$ cat config.mk
export PLATFORM = sky130hd
export DESIGN_NAME = rx_timeout_sup
export DESIGN_NICKNAME = d
export VERILOG_FILES = /design/src/rtl/rts_pkg.sv /design/src/rtl/rts_cfg_regs.sv /design/src/rtl/rts_window_timer.sv /design/src/rtl/rx_timeout_sup.sv
export SDC_FILE = /design/constraint.sdc
export NUM_CORES = 1
export LEC_CHECK = 0
export BUFFER_PORTS_ARGS = -buffer_cell sky130_fd_sc_hd__buf_2
export CAP_MARGIN = 25
export CORE_MARGIN = 1.5
export CORE_UTILIZATION = 56
export DETAILED_ROUTE_END_ITERATION = 10
export PLACE_DENSITY = 0.77
export SLEW_MARGIN = 10
export SYNTH_ARGS = -nofsm -noshare
export SYNTH_HDL_FRONTEND = slang
export SYNTH_SLANG_ARGS = --single-unit
$ cat constraint.sdc
create_clock -name clk -period 2.7 [get_ports clk]
set_clock_uncertainty 0.2 [all_clocks]
set_input_delay 0.135 -clock clk [delete_from_list [all_inputs] [get_ports clk]]
set_output_delay 0.135 -clock clk [all_outputs]
set_load 0.02 [all_outputs]
$ cat src/rtl/rts_pkg.sv
package rts_pkg;
    typedef enum logic [1:0] {
        ST_IDLE     = 2'd0,
        ST_WAIT_DET = 2'd1,
        ST_WAIT_PAY = 2'd2,
        ST_DONE     = 2'd3
    } rts_state_e;

    localparam logic [1:0] SEL_THR   = 2'd0;
    localparam logic [1:0] SEL_FIRST = 2'd1;
    localparam logic [1:0] SEL_SECND = 2'd2;
endpackage

$ cat src/rtl/rts_cfg_regs.sv
module rts_cfg_regs
    import rts_pkg::*;
#(
    parameter int          VAL_W   = 8,
    parameter logic [VAL_W-1:0] THR_RST = 8'hE4
) (
    input  logic             clk,
    input  logic             rst_n,
    input  logic             wr_en,
    input  logic [1:0]       wr_sel,
    input  logic [VAL_W-1:0] wr_data,
    output logic [VAL_W-1:0] thr,
    output logic [VAL_W-1:0] win_first,
    output logic [VAL_W-1:0] win_secnd
);
    typedef struct packed {
        logic [VAL_W-1:0] thr;
        logic [VAL_W-1:0] first;
        logic [VAL_W-1:0] secnd;
    } cfg_t;

    cfg_t cfg_d, cfg_q;

    always_comb begin
        cfg_d = cfg_q;
        if (wr_en) begin
            case (wr_sel)
                SEL_THR:   cfg_d.thr   = wr_data;
                SEL_FIRST: cfg_d.first = wr_data;
                SEL_SECND: cfg_d.secnd = wr_data;
                default:   cfg_d = cfg_q;
            endcase
        end
    end

    always_ff @(posedge clk) begin
        if (!rst_n) begin
            cfg_q.thr   <= THR_RST;
            cfg_q.first <= '0;
            cfg_q.secnd <= '0;
        end else begin
            cfg_q <= cfg_d;
        end
    end

    assign thr       = cfg_q.thr;
    assign win_first = cfg_q.first;
    assign win_secnd = cfg_q.secnd;
endmodule

$ cat src/rtl/rts_window_timer.sv
module rts_window_timer #(
    parameter int VAL_W = 8,
    parameter int PRE_W = 4
) (
    input  logic             clk,
    input  logic             rst_n,
    input  logic             restart,
    input  logic             run,
    input  logic             tick,
    input  logic [VAL_W-1:0] limit,
    output logic             expire
);
    localparam logic [PRE_W-1:0] PRE_LAST = {PRE_W{1'b1}};

    typedef struct packed {
        logic [PRE_W-1:0] pre;
        logic [VAL_W-1:0] cnt;
    } tmr_t;

    tmr_t tmr_d, tmr_q;
    logic unit_end;

    assign unit_end = run && tick && (tmr_q.pre == PRE_LAST);
    assign expire   = unit_end && (limit != '0) &&
                      (({1'b0, tmr_q.cnt} + 1'b1) == {1'b0, limit});

    always_comb begin
        tmr_d = tmr_q;
        if (restart) begin
            tmr_d = '0;
        end else if (run && tick) begin
            tmr_d.pre = tmr_q.pre + 1'b1;
            if (unit_end) begin
                tmr_d.cnt = tmr_q.cnt + 1'b1;
            end
        end
    end

    always_ff @(posedge clk) begin
        if (!rst_n) begin
            tmr_q <= '0;
        end else begin
            tmr_q <= tmr_d;
        end
    end
endmodule

$ cat src/rtl/rx_timeout_sup.sv
module rx_timeout_sup
    import rts_pkg::*;
#(
    parameter int               VAL_W   = 8,
    parameter int               PRE_W   = 4,
    parameter logic [VAL_W-1:0] THR_RST = 8'hE4
) (
    input  logic             clk,
    input  logic             rst_n,
    input  logic             wr_en,
    input  logic [1:0]       wr_sel,
    input  logic [VAL_W-1:0] wr_data,
    input  logic             rx_on,
    input  logic             tick,
    input  logic [VAL_W-1:0] rssi_val,
    input  logic             pay_rdy,
    input  logic             to_clr,
    output logic             det_flag,
    output logic             to_flag
);
    typedef struct packed {
        rts_state_e st;
        logic       det;
        logic       tof;
    } sup_t;

    sup_t sup_d, sup_q;

    logic [VAL_W-1:0] thr_w, first_w, secnd_w, lim_w;
    logic             tmr_restart, tmr_run, tmr_expire, above_w;

    rts_cfg_regs #(.VAL_W(VAL_W), .THR_RST(THR_RST)) u_cfg (
        .clk       (clk),
        .rst_n     (rst_n),
        .wr_en     (wr_en),
        .wr_sel    (wr_sel),
        .wr_data   (wr_data),
        .thr       (thr_w),
        .win_first (first_w),
        .win_secnd (secnd_w)
    );

    assign lim_w   = (sup_q.st == ST_WAIT_PAY) ? secnd_w : first_w;
    assign above_w = rssi_val > thr_w;

    rts_window_timer #(.VAL_W(VAL_W), .PRE_W(PRE_W)) u_tmr (
        .clk     (clk),
        .rst_n   (rst_n),
        .restart (tmr_restart),
        .run     (tmr_run),
        .tick    (tick),
        .limit   (lim_w),
        .expire  (tmr_expire)
    );

    always_comb begin
        sup_d       = sup_q;
        tmr_restart = 1'b0;
        tmr_run     = 1'b0;
        if (to_clr) begin
            sup_d.tof = 1'b0;
        end
        if (!rx_on) begin
            sup_d.st    = ST_IDLE;
            sup_d.det   = 1'b0;
            tmr_restart = 1'b1;
        end else begin
            case (sup_q.st)
                ST_IDLE: begin
                    sup_d.st    = ST_WAIT_DET;
                    tmr_restart = 1'b1;
                end
                ST_WAIT_DET: begin
                    if (above_w) begin
                        sup_d.st    = ST_WAIT_PAY;
                        sup_d.det   = 1'b1;
                        tmr_restart = 1'b1;
                    end else begin
                        tmr_run = (first_w != '0);
                        if (tmr_expire) begin
                            sup_d.tof = 1'b1;
                            sup_d.st  = ST_DONE;
                        end
                    end
                end
                ST_WAIT_PAY: begin
                    if (pay_rdy) begin
                        sup_d.st = ST_DONE;
                    end else begin
                        tmr_run = (secnd_w != '0);
                        if (tmr_expire) begin
                            sup_d.tof = 1'b1;
                            sup_d.st  = ST_DONE;
                        end
                    end
                end
                default: begin
                    sup_d.st = ST_DONE;
                end
            endcase
        end
    end

    always_ff @(posedge clk) begin
        if (!rst_n) begin
            sup_q.st  <= ST_IDLE;
            sup_q.det <= 1'b0;
            sup_q.tof <= 1'b0;
        end else begin
            sup_q <= sup_d;
        end
    end

    assign det_flag = sup_q.det;
    assign to_flag  = sup_q.tof;
endmodule

# --- After elaboration in Yosys (flattened, before gate mapping) ---
# Index checks and enable logic that the tools add are counted.
classes:
  addsub: 3
  n_lt_le_gt_ge: 1
  n_eq_ne: 6
  n_mux: 18
  bitwise_logic: 1
  reduce_logical: 16
op_table:
  columns: ["cell", "count"]
  rows:
  - ["$reduce_bool 8->1", 3]
  - ["$reduce_and 2->1", 6]
  - ["$mux 1", 10]
  - ["$add 8x1->9 const B", 1]
  - ["$eq 9x8->1", 1]
  - ["$add 8x1->8 const B", 1]
  - ["$gt 8x8->1", 1]
  - ["$mux 8", 1]
  - ["$mux 2", 3]
  - ["$pmux 1 s2", 3]
  - ["$pmux 2 s3", 1]
  - ["$add 4x1->4 const B", 1]
  - ["$eq 2x1->1 const B", 2]
  - ["$eq 2x2->1 const B", 2]
  - ["$eq 4x4->1 const B", 1]
  - ["$logic_and 1x1->1", 4]
  - ["$logic_not 2->1", 2]
  - ["$reduce_or 2->1", 1]
  - ["$not 1->1", 1]
word_totals:
  ff_bits: 40

# --- Depth between registers and ports, before layout ---
depth:
  word_depth: 12
  mapped_depth: 10

# --- Modules after synthesis ---
# A second synthesis with hierarchy kept.
unflattened:
  hier_cells: 263
  hier_area_um2: 2324.7
modules_own_cells:
  columns: ["mod", "n_inst", "cells_per_inst", "area_per_inst_um2"]
  rows:
  - ["rts_cfg_regs", 1, 92, 943.4]
  - ["rts_window_timer", 1, 91, 738.2]
  - ["rx_timeout_sup", 1, 80, 643.1]

# --- Least setup slack after synthesis ---
# OpenSTA, ideal clock, no wires.
synth_timing:
  path_type: "reg-to-reg"
  startpoint: "register sup_q[2] (netlist name)"
  endpoint: "register u_tmr.tmr_q[7] (netlist name)"
  setup_time_ns: 0.070
  arrival_ns: 1.964
  required_ns: 2.430
  path_slack_ns: 0.467
  path_stages_with_launch: 10
  path_buffers: 0
  synth_period_minus_slack_ns: 2.233
  cell_sequence: "dfxtp_1 > inv_1 > ha_1 > nand3_2 > a31oi_2 > nand3_2 > o31ai_4 > nand2_4 > or3_1 > a21oi_1"
synth_via:
  elab_chain_cells: 6
  word_cells_on_any_way: 11
  cone_classes: "2 x eq/ne; 4 x mux; 5 x reduce/logical"
synth_lines:
  columns: ["item", "line_no", "source"]
  rows:
  - ["from (decl)", "rx_timeout_sup.sv:27", "sup_t sup_d, sup_q;"]
  - ["from (signal assigned)", "rx_timeout_sup.sv:110", "sup_q <= sup_d;"]
  - ["$eq 2x2->1 or $eq 2x1->1 (tied branches)", "rx_timeout_sup.sv:68", "case (sup_q.st)"]
  - ["$pmux 1 s2", "rx_timeout_sup.sv:68", null]
  - ["$mux 1", "rx_timeout_sup.sv:63", "if (!rx_on) begin"]
  - ["$logic_and 1x1->1", "rts_window_timer.sv:23, rts_window_timer.sv:31", null]
  - ["$logic_and 1x1->1", "rts_window_timer.sv:23", "assign unit_end = run && tick && (tmr_q.pre == PRE_LAST);"]
  - ["$reduce_and 2->1 (no line)", null, null]
  - ["to (signal assigned)", "rts_window_timer.sv:43", "tmr_q <= tmr_d;"]
  - ["to (decl)", "rts_window_timer.sv:20", "tmr_t tmr_d, tmr_q;"]
# Several ways; a longest one is shown, not always the timed one.
# A chain may end at the register's enable or synchronous reset.

# --- Final worst setup path ---
layout_timing:
  startpoint: "register sup_q[3] (netlist name)"
  endpoint: "register u_tmr.tmr_q[7] (netlist name)"
# Same word-level chain as after synthesis.

==> flow_summary.json <==
{
  "grt_antenna_before_repair": 0,
  "cp-start-kind": "flip-flop",
  "synth.most_common_cell": "dfxtp_1",
  "via_per_inst": 5.57,
  "final_util_pct": 69.4,
  "setup_ws_ns": 0.203,
  "whs_endpoint": "u_cfg.thr[2]",
  "status": "complete, no violations",
  "crit_arrival_ns": 2.52,
  "combPwrFrac_pct": 12.9,
  "grt_max_degree": 28,
  "maxCapViolations": 0,
  "drive_gt1_share_pct": 17.3,
  "drc": 0,
  "ir_worst_vdd_mv": 0.409,
  "cts_made_buffers": 5,
  "syn_inst": 248,
  "synth-edff-count": 0,
  "synth_cell_types": 45,
  "path_clk_slew_ns": 0.08,
  "hold_violations": 0,
  "syn_area_sq_mm": 0.00227,
  "p_sw_share_pct": 25.6,
  "relSlewSlack_pct": 56.1,
  "rows": 22,
  "die_h_microns": 66.6,
  "die_x_microns": 66.6,
  "root_buffer": "clkbuf_8",
  "finalSetupTns_ns": 0,
  "seq_area_frac_synth_pct": 35.3,
  "reg2reg_from": "sup_q[3]",
  "grt_usage_pct": 22.5,
  "worstMarginPinSlew_ns": 0.651,
  "power_switching_w": 0.000295,
  "synth-async-reset-ratio_pct": 0,
  "drtIter0Drc": 75,
  "min_from": "rst_n",
  "fin_nets": 321,
  "grt_pass1_vias": 1756,
  "first_pass_iters": 5,
  "antenna_cells": 0,
  "h-tree-depth": 2,
  "holdWs_ns": 0.0385,
  "clockBufferDepth": 2,
  "clock_sinks": 40,
  "holdPathStages": 2,
  "grt_pass1_wl_mm": 7.54,
  "endpoint_kind": "flip-flop",
  "synth_area_per_cell_sq_um": 9.14,
  "synthTopCellsByArea": "dfxtp_1, mux2i_1, ha_1, nor2b_1, xnor2_1",
  "period_needed_ns": 2.50,
  "criticalPathCategory": "reg2reg",
  "coreArea_sq_mm": 0.00377,
  "syn_nets": 287,
  "ys_warn_count": 0,
  "cts_tree": "yes",
  "vias": 1845,
  "setup-violations-final": 0,
  "ant_nets": 0,
  "hold_path.class": "in2reg",
  "r2r-end": "u_tmr.tmr_q[7]",
  "rsz0062_at_grt": "no",
  "p_per_area_mw_per_mm2": 440,
  "clk_latency_ns": 0.30,
  "die_area_sq_mm": 0.00444,
  "yosys.area.top_type": "dfxtp_1",
  "min_period_over_period_pct": 92.5,
  "gp_congestion": 0.797,
  "ios": 27,
  "post-place-ws_ns": 0.215,
  "synth_ff_type": "dfxtp_1",
  "syn2layout_area_growth_pct": 15.5,
  "grt_overflow_total": 0,
  "wl_per_cell_microns": 13.4,
  "io_buffers": 26,
  "synth.top_cells.by_count": "dfxtp_1, mux2i_1, nor2b_1, nor2_1, ha_1",
  "pwr-share-seq_pct": 53.3,
  "ff2ff_path_depth": 9,
  "p_leak_nw": 1.12,
  "final_max_slew_viol_count": 0,
  "routed_wl_mm": 4.44,
  "yosysTopAreaCellShare_pct": 35.3,
  "ys_ff_latch": 40,
  "clkPwrFrac_pct": 33.8,
  "cp.required_ns": 2.73,
  "start_util_pct": 60.1,
  "fmax_mhz": 401,
  "hpwl_mm": 3.28,
  "worstPathMaxFanout": 8,
  "rrSetupSlack_ns": 0.20,
  "p_int_w": 0.000857
}
==> registers in the layout, summed over array words and instances (netlist names) <==
signal and count:
u_tmr.tmr_q 12, u_cfg.thr 8, u_cfg.win_first 8, u_cfg.win_secnd 8
sup_q 2, det_flag 1, to_flag 1
==> layer usage <==
| metal | part of all wire [%] | GRT usage (%) | up-vias |
|---|---|---|---|
| met3 | 4.9 | 5.91 | 11 |
| met2 | 45 | 37.0 | 53 |
| met5 | 0 | 0 | - |
| met4 | 2.2 | 9.69 | 0 |
| met1 | 48 | 27.5 | 844 |
| li1 | - | - | 937 |
==> through the flow <==
step	total power, W	instance area (sq um)	instances
after floorplan	0.000718	2270	248
after global placement	0.000760	2430	313
after detailed placement	0.000764	2430	313
after CTS	0.00116	2610	331
after global routing	0.00120	2620	331
final	0.00115	2620	331
==> placed cells by master, fill, tap and decap left out, types with 2 or more instances in the layout <==
master and n:
a2111oi_0 2, a21oi_1 8, a31oi_1 2, and3_1 4, buf_2 26, buf_4 2
clkbuf_8 5, clkinv_2 2, dfxtp_1 40, dlygate4sd3_1 10, ha_1 13, inv_1 11
mux2_2 2, mux2i_1 27, nand2_1 12, nand3_1 13, nand3_2 2, nand3b_1 2
nand4_1 3, nor2_1 17, nor2b_1 22, nor3_1 4, nor4_1 4, o211ai_1 5
o21a_1 2, o21ai_0 3, o311ai_0 2, xnor2_1 9, xor2_1 8
==> cell type report <==
class                   count  area, sq um
flip-flops and latches     40          801
clock inverters             3         18.8
multi-input cells         185         1380
fillers                   317         1150
repair buffers             38          245
well taps                  48         60.1
inverters                  12         45.0
clock buffers               5         68.8
==> cells by family (layout without fill, tap and decap cells) <==
group           after synthesis  after routing  synth area share [%]
flops                        40             40                  35.3
buf+inv                      23             58                  3.98
simple gates                 90             90                  21.5
mux                          29             29                  12.9
xor+xnor                     17             17                  6.57
compound gates               35             35                  11.9
fa+ha+maj                    14             14                  7.73
==> power groups by stage <==
stage	Sequential, W	Clock (W)	Combinational [W]
after floorplan	0.000625	0	0.0000928
after global placement	0.000627	0	0.000133
after detailed placement	0.000628	0	0.000136
after CTS	0.000614	0.000401	0.000149
after global routing	0.000616	0.000422	0.000166
final	0.000614	0.000389	0.000149
==> worst max-delay path, stage by stage, from the launching register on <==
cell and delay [ns]:
dfxtp_1 0.39, inv_1 0.08, ha_1 0.31, nand3_2 0.10
a31oi_2 0.20, nand3_2 0.12, o31ai_4 0.45, nand2_4 0.10
or3_1 0.35, a21oi_1 0.15
==> timing repair <==
item / CTS / global route
hold endpoints to repair: 26 / 0
hold buffers: 10 / 0
setup buffers: 0 / 0
resized for setup: 0 / 1
endpoints found under the setup margin: 0 / 1
==> how the worst max path moves through the flow <==
stage / start / to
after CTS: sup_q[2] / u_tmr.tmr_q[7]
final: sup_q[3] / u_tmr.tmr_q[7]
after global routing: u_cfg.thr[7] / u_tmr.tmr_q[7]
after global placement: sup_q[2] / u_tmr.tmr_q[7]
after floorplan: sup_q[2] / u_tmr.tmr_q[7]
after detailed placement: sup_q[2] / u_tmr.tmr_q[7]
No activity file was read; power rests on OpenSTA's default activity.
